--- config.mk ---
export PLATFORM = sky130hd
export DESIGN_NAME = rfftSplit
export DESIGN_NICKNAME = d
export VERILOG_FILES = /design/src/rtl/rfftSplitPkg.sv /design/src/rtl/rfftSplitCtrl.sv /design/src/rtl/rfftSplitDp.sv /design/src/rtl/rfftSplit.sv
export SDC_FILE = /design/constraint.sdc
export NUM_CORES = 1
export LEC_CHECK = 0
export BUFFER_PORTS_ARGS = -buffer_cell sky130_fd_sc_hd__buf_2
export CELL_PAD_IN_SITES_DETAIL_PLACEMENT = 1
export CELL_PAD_IN_SITES_GLOBAL_PLACEMENT = 1
export CORE_MARGIN = 3
export CORE_UTILIZATION = 41
export CTS_CLUSTER_DIAMETER = 150
export CTS_CLUSTER_SIZE = 25
export DETAILED_ROUTE_END_ITERATION = 6
export GPL_ROUTABILITY_DRIVEN = 0
export PLACE_DENSITY = 0.77
export REMOVE_ABC_BUFFERS = 1
export SYNTH_ARGS = -nofsm -noshare
export SYNTH_HDL_FRONTEND = slang
export SYNTH_HIERARCHICAL = 1
export SYNTH_SLANG_ARGS = --single-unit
--- constraint.sdc ---
create_clock -name clk -period 13.97 [get_ports clk]
set_input_delay 2.794 -clock clk [delete_from_list [all_inputs] [get_ports clk]]
set_output_delay 2.794 -clock clk [all_outputs]
set_load 0.05 [all_outputs]
--- src/rtl/rfftSplitPkg.sv ---
package rfftSplitPkg;

  // multiply-accumulate steps per bin and total phases per bin (two reads first)
  localparam int STEPS  = 8;
  localparam int PHASES = STEPS + 2;

  // strobes from control to datapath
  typedef struct packed {
    logic       loadSelf;     // capture sample i from the read port
    logic       loadPartner;  // capture partner sample from the read port
    logic       macEn;        // one multiply-accumulate step
    logic [2:0] step;         // 0..3 real half, 4..7 imaginary half
    logic       inverse;      // direction latched at start
  } splitStrb_t;

endpackage

--- src/rtl/rfftSplitCtrl.sv ---
module rfftSplitCtrl
  import rfftSplitPkg::*;
#(
  parameter int ADDR_W = 8
) (
  input  logic              clk,
  input  logic              rstN,
  input  logic              start,
  input  logic              inverseMode,
  output splitStrb_t        strb,
  output logic [ADDR_W-1:0] binIdx,
  output logic [ADDR_W-1:0] rdAddr
);

  localparam int PH_W = $clog2(PHASES);
  localparam logic [PH_W-1:0] PH_LAST = PH_W'(PHASES - 1);

  logic            running;
  logic [PH_W-1:0] phase;
  logic [PH_W-1:0] stepFull;
  logic            modeReg;

  always_ff @(posedge clk or negedge rstN) begin
    if (!rstN) begin
      running <= 1'b0;
      phase   <= '0;
      binIdx  <= '0;
      modeReg <= 1'b0;
    end else if (!running) begin
      if (start) begin
        running <= 1'b1;
        phase   <= '0;
        binIdx  <= '0;
        modeReg <= inverseMode;
      end
    end else if (phase == PH_LAST) begin
      phase <= '0;
      if (binIdx == '1) running <= 1'b0;
      else              binIdx  <= binIdx + 1'b1;
    end else begin
      phase <= phase + 1'b1;
    end
  end

  always_comb begin
    stepFull         = phase - PH_W'(2);
    strb.loadSelf    = running && (phase == PH_W'(0));
    strb.loadPartner = running && (phase == PH_W'(1));
    strb.macEn       = running && (phase >= PH_W'(2));
    strb.step        = stepFull[2:0];
    strb.inverse     = modeReg;
    // partner index wraps modulo the bin count, so bin 0 pairs with itself
    rdAddr = (phase == PH_W'(1)) ? (ADDR_W'(0) - binIdx) : binIdx;
  end

  // a start inside a pass does not disturb the sequence
  a_r8_start_ignored: assert property (@(posedge clk) disable iff (!rstN)
    (running && start && phase != PH_LAST) |=> (running && phase == $past(phase) + 1'b1 && $stable(binIdx)));

  // the direction cannot change while a pass is running
  a_r9_mode_held: assert property (@(posedge clk) disable iff (!rstN)
    running |=> (!running || $stable(strb.inverse)));

endmodule

--- src/rtl/rfftSplitDp.sv ---
module rfftSplitDp
  import rfftSplitPkg::*;
#(
  parameter int DATA_W = 16,
  parameter int COEF_W = 16,
  parameter int ADDR_W = 8
) (
  input  logic                  clk,
  input  logic                  rstN,
  input  splitStrb_t            strb,
  input  logic [ADDR_W-1:0]     binIdx,
  input  logic [2*DATA_W-1:0]   rdData,
  input  logic [2*COEF_W-1:0]   coefA,
  input  logic [2*COEF_W-1:0]   coefB,
  output logic                  wrEn,
  output logic [ADDR_W-1:0]     wrAddr,
  output logic [2*DATA_W-1:0]   wrData,
  output logic                  done
);

  localparam int PROD_W = DATA_W + COEF_W;
  localparam int ACC_W  = PROD_W + 2;
  localparam int FRAC   = COEF_W - 1;
  localparam logic signed [ACC_W-1:0] HALF = ACC_W'(1) <<< (FRAC - 1);
  localparam logic signed [ACC_W-1:0] MAXV = ACC_W'((1 << (DATA_W - 1)) - 1);
  localparam logic signed [ACC_W-1:0] MINV = -MAXV - ACC_W'(1);

  logic signed [DATA_W-1:0] selfRe, selfIm, partRe, partIm, resRe;
  logic signed [COEF_W-1:0] aRe, aIm, bRe, bIm;
  logic signed [DATA_W-1:0] opData;
  logic signed [COEF_W-1:0] opCoef;
  logic signed [PROD_W-1:0] prod;
  logic signed [ACC_W-1:0]  termExt, term, accIn, sumNext, acc;
  logic signed [DATA_W-1:0] rounded;
  logic [1:0]               idx;
  logic                     imagHalf;
  logic [3:0]               negMask;

  function automatic logic signed [DATA_W-1:0] roundSat(input logic signed [ACC_W-1:0] s);
    logic signed [ACC_W-1:0] t;
    t = (s + HALF) >>> FRAC;
    if (t > MAXV)      roundSat = MAXV[DATA_W-1:0];
    else if (t < MINV) roundSat = MINV[DATA_W-1:0];
    else               roundSat = t[DATA_W-1:0];
  endfunction

  assign aRe = coefA[2*COEF_W-1:COEF_W];
  assign aIm = coefA[COEF_W-1:0];
  assign bRe = coefB[2*COEF_W-1:COEF_W];
  assign bIm = coefB[COEF_W-1:0];

  // operand order per half: self imag, self real, partner real, partner imag
  always_comb begin
    idx      = strb.step[1:0];
    imagHalf = strb.step[2];
    unique case (idx)
      2'd0:    opData = selfIm;
      2'd1:    opData = selfRe;
      2'd2:    opData = partRe;
      default: opData = partIm;
    endcase
    if (!imagHalf) begin
      unique case (idx)
        2'd0:    opCoef = aIm;
        2'd1:    opCoef = aRe;
        2'd2:    opCoef = bRe;
        default: opCoef = bIm;
      endcase
    end else begin
      unique case (idx)
        2'd0:    opCoef = aRe;
        2'd1:    opCoef = aIm;
        2'd2:    opCoef = bIm;
        default: opCoef = bRe;
      endcase
    end
    // subtracted terms, one bit per operand slot
    if (strb.inverse) negMask = imagHalf ? 4'b1110 : 4'b1000;
    else              negMask = imagHalf ? 4'b1000 : 4'b0001;
    prod    = opData * opCoef;
    termExt = $signed({{(ACC_W-PROD_W){prod[PROD_W-1]}}, prod});
    term    = negMask[idx] ? -termExt : termExt;
    if (idx == 2'd0) accIn = '0;
    else             accIn = acc;
    sumNext = accIn + term;
    rounded = roundSat(sumNext);
  end

  always_ff @(posedge clk or negedge rstN) begin
    if (!rstN) begin
      selfRe <= '0; selfIm <= '0; partRe <= '0; partIm <= '0;
      acc    <= '0; resRe  <= '0;
      wrEn   <= 1'b0; wrAddr <= '0; wrData <= '0; done <= 1'b0;
    end else begin
      if (strb.loadSelf) begin
        selfRe <= rdData[2*DATA_W-1:DATA_W];
        selfIm <= rdData[DATA_W-1:0];
      end
      if (strb.loadPartner) begin
        partRe <= rdData[2*DATA_W-1:DATA_W];
        partIm <= rdData[DATA_W-1:0];
      end
      if (strb.macEn) acc <= sumNext;
      if (strb.macEn && strb.step == 3'd3) resRe <= rounded;
      wrEn <= strb.macEn && strb.step == 3'd7;
      if (strb.macEn && strb.step == 3'd7) begin
        wrAddr <= binIdx;
        wrData <= {resRe, rounded};
      end
      done <= wrEn && (wrAddr == '1);
    end
  end

  // writes of consecutive bins are never adjacent
  a_r6_write_gap: assert property (@(posedge clk) disable iff (!rstN)
    wrEn |=> !wrEn);

  // done is a single-cycle pulse
  a_r7_done_single: assert property (@(posedge clk) disable iff (!rstN)
    done |=> !done);

  // a written word is always fully defined
  a_r2_write_known: assert property (@(posedge clk) disable iff (!rstN)
    wrEn |-> !$isunknown({wrAddr, wrData}));

endmodule

--- src/rtl/rfftSplit.sv ---
module rfftSplit
  import rfftSplitPkg::*;
#(
  parameter int DATA_W = 16,
  parameter int COEF_W = 16,
  parameter int ADDR_W = 8
) (
  input  logic                clk,
  input  logic                rstN,
  input  logic                start,
  input  logic                inverseMode,
  output logic [ADDR_W-1:0]   rdAddr,
  input  logic [2*DATA_W-1:0] rdData,
  output logic [ADDR_W-1:0]   coefAddr,
  input  logic [2*COEF_W-1:0] coefA,
  input  logic [2*COEF_W-1:0] coefB,
  output logic                wrEn,
  output logic [ADDR_W-1:0]   wrAddr,
  output logic [2*DATA_W-1:0] wrData,
  output logic                done
);

  splitStrb_t        strb;
  logic [ADDR_W-1:0] binIdx;

  assign coefAddr = binIdx;

  rfftSplitCtrl #(.ADDR_W(ADDR_W)) u_ctrl (
    .clk(clk), .rstN(rstN), .start(start), .inverseMode(inverseMode),
    .strb(strb), .binIdx(binIdx), .rdAddr(rdAddr)
  );

  rfftSplitDp #(.DATA_W(DATA_W), .COEF_W(COEF_W), .ADDR_W(ADDR_W)) u_dp (
    .clk(clk), .rstN(rstN), .strb(strb), .binIdx(binIdx),
    .rdData(rdData), .coefA(coefA), .coefB(coefB),
    .wrEn(wrEn), .wrAddr(wrAddr), .wrData(wrData), .done(done)
  );

endmodule

== Word level (Yosys, flattened, before mapping) ==
Cells that the tools add are included.

* Register bits after elaboration: 170
* Output and inout bits: 58
* Logic and storage cells: 73
* Input port bits: 100

* Add/subtract/negate cells: 7
* $mul: 1
* Magnitude comparators: 4
* Eq/ne operators: 10
* Multiplexer cells: 25
* Bitwise operators: 1
* Reduce and logical (&&, ||, !) cells: 11

{| class="wikitable"
|+ Operators by type and width
! operator !! number
|-
| $pmux W16 S3 || 3
|-
| $mux W34 || 2
|-
| $mux W16 || 3
|-
| $mux W8 || 5
|-
| $add A34 B16 Y34 const B || 1
|-
| $add A34 B34 Y34 || 1
|-
| $neg A32 Y34 || 1
|-
| $mul A16 B16 Y32 || 1
|-
| $mux W4 || 5
|-
| $gt A19 B16 Y1 const B || 1
|-
| $lt A19 B16 Y1 const B || 1
|-
| $eq A8 B8 Y1 const B || 2
|-
| $add A8 B1 Y8 const B || 1
|-
| $sub A1 B8 Y8 const A || 1
|-
| $logic_and A1 B1 Y1 || 6
|-
| $mux W1 || 5
|-
| $add A4 B1 Y4 const B || 1
|-
| $eq A4 B1 Y1 const B || 1
|-
| $eq A4 B4 Y1 const B || 1
|-
| $ge A4 B2 Y1 const B || 1
|-
| $logic_not A4 Y1 || 1
|-
| $ne A2 B2 Y1 const B || 2
|-
| $eq A3 B2 Y1 const B || 1
|-
| $eq A3 B3 Y1 const B || 1
|-
| other kinds (11) || 11
|}

== Logic depth before layout (Yosys ltp) ==
* Depth in word-level cells: 12
* Depth in mapped cells: 51
* Depth with buffers taken out: 44

== By module ==
The synthesis kept the hierarchy.

{| class="wikitable"
|+ Modules (own cells, without submodules)
! module !! cells each !! instances !! area an instance (um2) !! seq. area each (um2)
|-
| rfftSplitDp || 2246 || 1 || 21140.3 || 3903.7
|-
| rfftSplitCtrl || 116 || 1 || 1029.7 || 350.3
|}

== Least setup slack after synthesis ==
Ideal clock, no wire load.

* Kind: input -> register
* Start: input port coefB[6]
* End: register u_dp.wrData[10]
* Data required time: 13837 ps
* Arrival time: 13007 ps
* Path slack: 830 ps
* Path buffers: 3
* Stages on the path: 40
* Library setup time: 133 ps
* Cell sequence: mux4_2 mux2i_1 clkbuf_1 nor2_1 fa_1 inv_1 fa_1 inv_1 ha_1 fa_1 inv_1 fa_1 fa_1 inv_1 ha_1 a21oi_1 nor3b_2 a21oi_1 (+4 left out) nor2_1 nor2_1 xnor2_1 ha_1 clkbuf_1 and4_1 nand2_1 o31ai_1 nor2_1 xnor2_2 nand4_1 nor4b_2 and2_1 mux2_2 o2111a_1 o21ai_2 buf_6 o221ai_2

* Longest elaborated chain between the ends: 10
* Elaborated cells on any way between the ends: 12
* Those cells by class: add/sub: 3; mul: 1; order compare: 2; mux: 6

{| class="wikitable"
|+ Ends and longest elaborated chain
! item !! line !! RTL
|-
| start, declared || rfftSplit.sv:16 || <nowiki>input logic [2*COEF_W-1:0] coefB,</nowiki>
|-
| $pmux W16 S3 (on tied branches) || rfftSplitDp.sv:63, rfftSplitDp.sv:70 ||
|-
| $mux W16 (*) || rfftSplitDp.sv:62 || <nowiki>if (!imagHalf) begin</nowiki>
|-
| $mul A16 B16 Y32 (*) || rfftSplitDp.sv:80 || <nowiki>prod = opData * opCoef;</nowiki>
|-
| $neg A32 Y34 || rfftSplitDp.sv:82 || <nowiki>term = negMask[idx] ? -termExt : termExt;</nowiki>
|-
| $mux W34 (*) || rfftSplitDp.sv:82 ||
|-
| $add A34 B34 Y34 (*) || rfftSplitDp.sv:85 || <nowiki>sumNext = accIn + term;</nowiki>
|-
| $add A34 B16 Y34 (*) || rfftSplitDp.sv:41 || <nowiki>t = (s + HALF) >>> FRAC;</nowiki>
|-
| $lt A19 B16 Y1 || rfftSplitDp.sv:43 || <nowiki>else if (t < MINV) roundSat = MINV[DATA_W-1:0];</nowiki>
|-
| $mux W16 || rfftSplitDp.sv:43 ||
|-
| $mux W16 (*) || rfftSplitDp.sv:42 || <nowiki>if (t > MAXV) roundSat = MAXV[DATA_W-1:0];</nowiki>
|-
| end signal, assigned || rfftSplitDp.sv:108 || <nowiki>wrData <= {resRe, rounded};</nowiki>
|-
| end, declared || rfftSplitDp.sv:17 || <nowiki>output logic [2*DATA_W-1:0] wrData,</nowiki>
|}

Mark *: on every way between the ends. The rest lies on a longest branch, timed or not.
A chain may end at the register's enable or synchronous reset.

== Worst setup path after layout ==
* Start: input port coefB[22]
* End: register u_dp.wrData[1]

Same word-level chain as after synthesis.

==> flow_metrics.tcl <==
set metrics [dict create \
    status "finished, final reports clean" \
    drc 0 \
    io_pins 158 \
    htree_levels 4 \
    grtUsageTotal 0.2374 \
    netlist_top_cells_count "344 x inv_1, 303 x nand2_1, 264 x fa_1" \
    critPathMaxStageDelay_ns 0.72 \
    grt_pass1_vias 20041 \
    holdWs_ns 0.4833 \
    via_count 17841 \
    avgSynthCellArea_um2 9.386 \
    grt-ovfl-total 0 \
    ant_nets 0 \
    critPathArrivalTime_ns 13.82 \
    hold_viol 0 \
    row_count 84 \
    place_inst 3155 \
    path_clk_slew_ns 0.07 \
    nets 2973 \
    critPathTopFamily "adder cells" \
    grt_antenna_before_repair 0 \
    firstDrtPassIters 5 \
    critPathMaxFanout 16 \
    finalClockSkew_ns 0.02283 \
    worstMarginPinSlew_ns 1.030 \
    coreArea_um2 53080 \
    drtIter0Drc 937 \
    critPathBufInv 7 \
    dieArea_um2 56900 \
    portBuffers 157 \
    yosysWarnings 6 \
    dpl.hpwl_um 53160 \
    holdCritPathClass "flop to flop" \
    start_kind "input pin" \
    crit_path_end_kind "flop" \
    ys_types 97 \
    drv_slew 0 \
    path_class "input pin to flop" \
    max_cap_viol_count 0 \
    worst_path_most_repeated_cell "fa_1" \
    synth-edff-count 0 \
    drive_above_1_share 0.1906 \
    cts_buffer_depth 2 \
    clk_latency_ns 0.49 \
    grt_max_degree 67 \
    fin_crit_sh 0.9642 \
    async_flop_share 1.000 \
    synth_cells 2362 \
    cp.required_ns 14.32 \
    die_h_um 238.5 \
    layout.cells.non_filler 3191 \
    period_minus_slack_ns 13.47 \
    ys_seq_area_frac 0.1919 \
    cts-root-buf "clkbuf_16" \
    cts_buffers 17 \
    numClockSinks 170 \
    routed_via_density 5.591 \
    netlist_area_um2 22170 \
    initial_core_util 0.4177 \
    die_w_um 238.5 \
    wl_um 65770 \
    yosysTopAreaCell "fa_1" \
    relSlewSlack 0.3090 \
    cp_slowest_cell "or4b_2" \
    ys_seq_elements 170 \
    yosysTopAreaCellShare 0.2384 \
    yosysMostFrequentCell "inv_1" \
    antennaDiodeCount 0 \
    clock.fmax_mhz 74.24 \
    tns_ns 0 \
    wire_per_inst_um 20.61 \
    grt_pass1_wl_um 107000 \
    synth.top_cells.by_area "fa_1 24%, dfrtp_1 19%, ha_1 6.7%" \
    hold_buffers 0 \
    cts_tree "yes" \
    finalSetupViolCount 0 \
    synth-main-ff-cell "dfrtp_1" \
    syn_to_final_growth_pct 10.54 \
]
## cells in the final DEF (no fill, tap or decap), types with 5 or more instances in the layout
cell,instances
nand3_1,26
mux4_2,35
nor3_1,27
mux2_2,106
o221ai_2,24
clkbuf_16,17
ha_1,119
mux2i_1,21
buf_2,156
nand4_1,13
nor2_1,153
fa_1,264
dfrtp_1,169
xor2_1,43
and2_1,53
inv_1,343
o21bai_1,8
o31ai_1,14
a31oi_1,22
a21o_1,19
or2_2,13
o221ai_1,7
nand2b_1,62
o21a_1,25
o21ai_0,36
o21ai_1,16
and4_1,5
xnor2_1,69
buf_4,54
nor3b_1,5
a211oi_1,5
nor2b_1,32
and3_1,18
a21oi_1,85
nand2_1,303
## flip-flops by register name, summed over array words and instances, names as in the netlist
name	count
u_dp/wrData	32
u_dp/wrAddr	8
u_ctrl/binIdx	8
u_dp/partIm	16
u_dp/done	1
u_dp/wrEn	1
u_dp/partRe	16
u_dp/resRe	16
u_ctrl/modeReg	1
u_dp/selfIm	16
u_dp/acc	34
u_dp/selfRe	16
u_ctrl/phase	4
u_ctrl/running	1
## cell families after synthesis
| group | Yosys count | share of synthesized area |
|---|---|---|
| adders and majority gates | 384 | 0.3060 |
| buffers and inverters | 449 | 0.08031 |
| DFF | 170 | 0.1919 |
| and+or+nand+nor | 747 | 0.1622 |
| xor gates and xnor gates | 116 | 0.04684 |
| AOI/OAI and AO/OA | 334 | 0.1139 |
| muxes | 162 | 0.09888 |
## final cells by class
class / instances / area [um^2]
clock buffers: 18 / 429.2
clock inverters: 14 / 203.9
fillers: 6035 / 28570
inverters: 345 / 1296
multi-input cells: 1743 / 16220
flip-flops and latches: 170 / 4258
well taps: 688 / 860.8
repair buffers: 213 / 1237
## routing by layer
metal | global-route usage | vias up | wire length [um]
li1 | - | 8002 | -
met1 | 0.3088 | 9315 | 28120
met2 | 0.4165 | 421 | 33480
met3 | 0.03299 | 103 | 2802
met4 | 0.06450 | 0 | 1377
met5 | 0 | - | 0
## timing repair
item	in CTS	in global routing
endpoints found under the hold margin	0	0
setup endpoints to repair	0	32
setup buffers	0	4
gates resized for setup	0	12
## stage by stage
stage / utilization / cell area [um^2] / setup WS (ns)
finish: 0.4617 / 24510 / 0.4995
global route: 0.4617 / 24510 / -0.009811
CTS: 0.4601 / 24420 / 0.1964
detailed placement: 0.4482 / 23790 / -0.3152
global placement: 0.4482 / 23790 / 0.04418
floorplan: - / 21680 / -0.4289
## tightest hold or removal path, delay by kind of cell, from the launching register on
kind	cells	cell delay, ns
AOI/OAI and AO/OA	1	0.06
DFF	1	0.34
and+or+nand+nor	1	0.05
## worst paths after layout
kind,start,to,slack (ns),cells past startpoint
min in group asynchronous,rstN,u_dp/wrAddr[2],2.22,1
max reg2reg,u_ctrl/phase[1],u_dp/wrData[1],1.30,41
min,u_dp/resRe[15],u_dp/resRe[15],0.48,2
min reg2reg,u_dp/resRe[15],u_dp/resRe[15],0.48,2
max in group asynchronous,rstN,u_ctrl/phase[0],10.40,2
max,coefB[22],u_dp/wrData[1],0.50,40
Power is left out: the tool's default activity adds up to more than one toggle a clock period on the data nets, which glitch-free logic cannot reach.
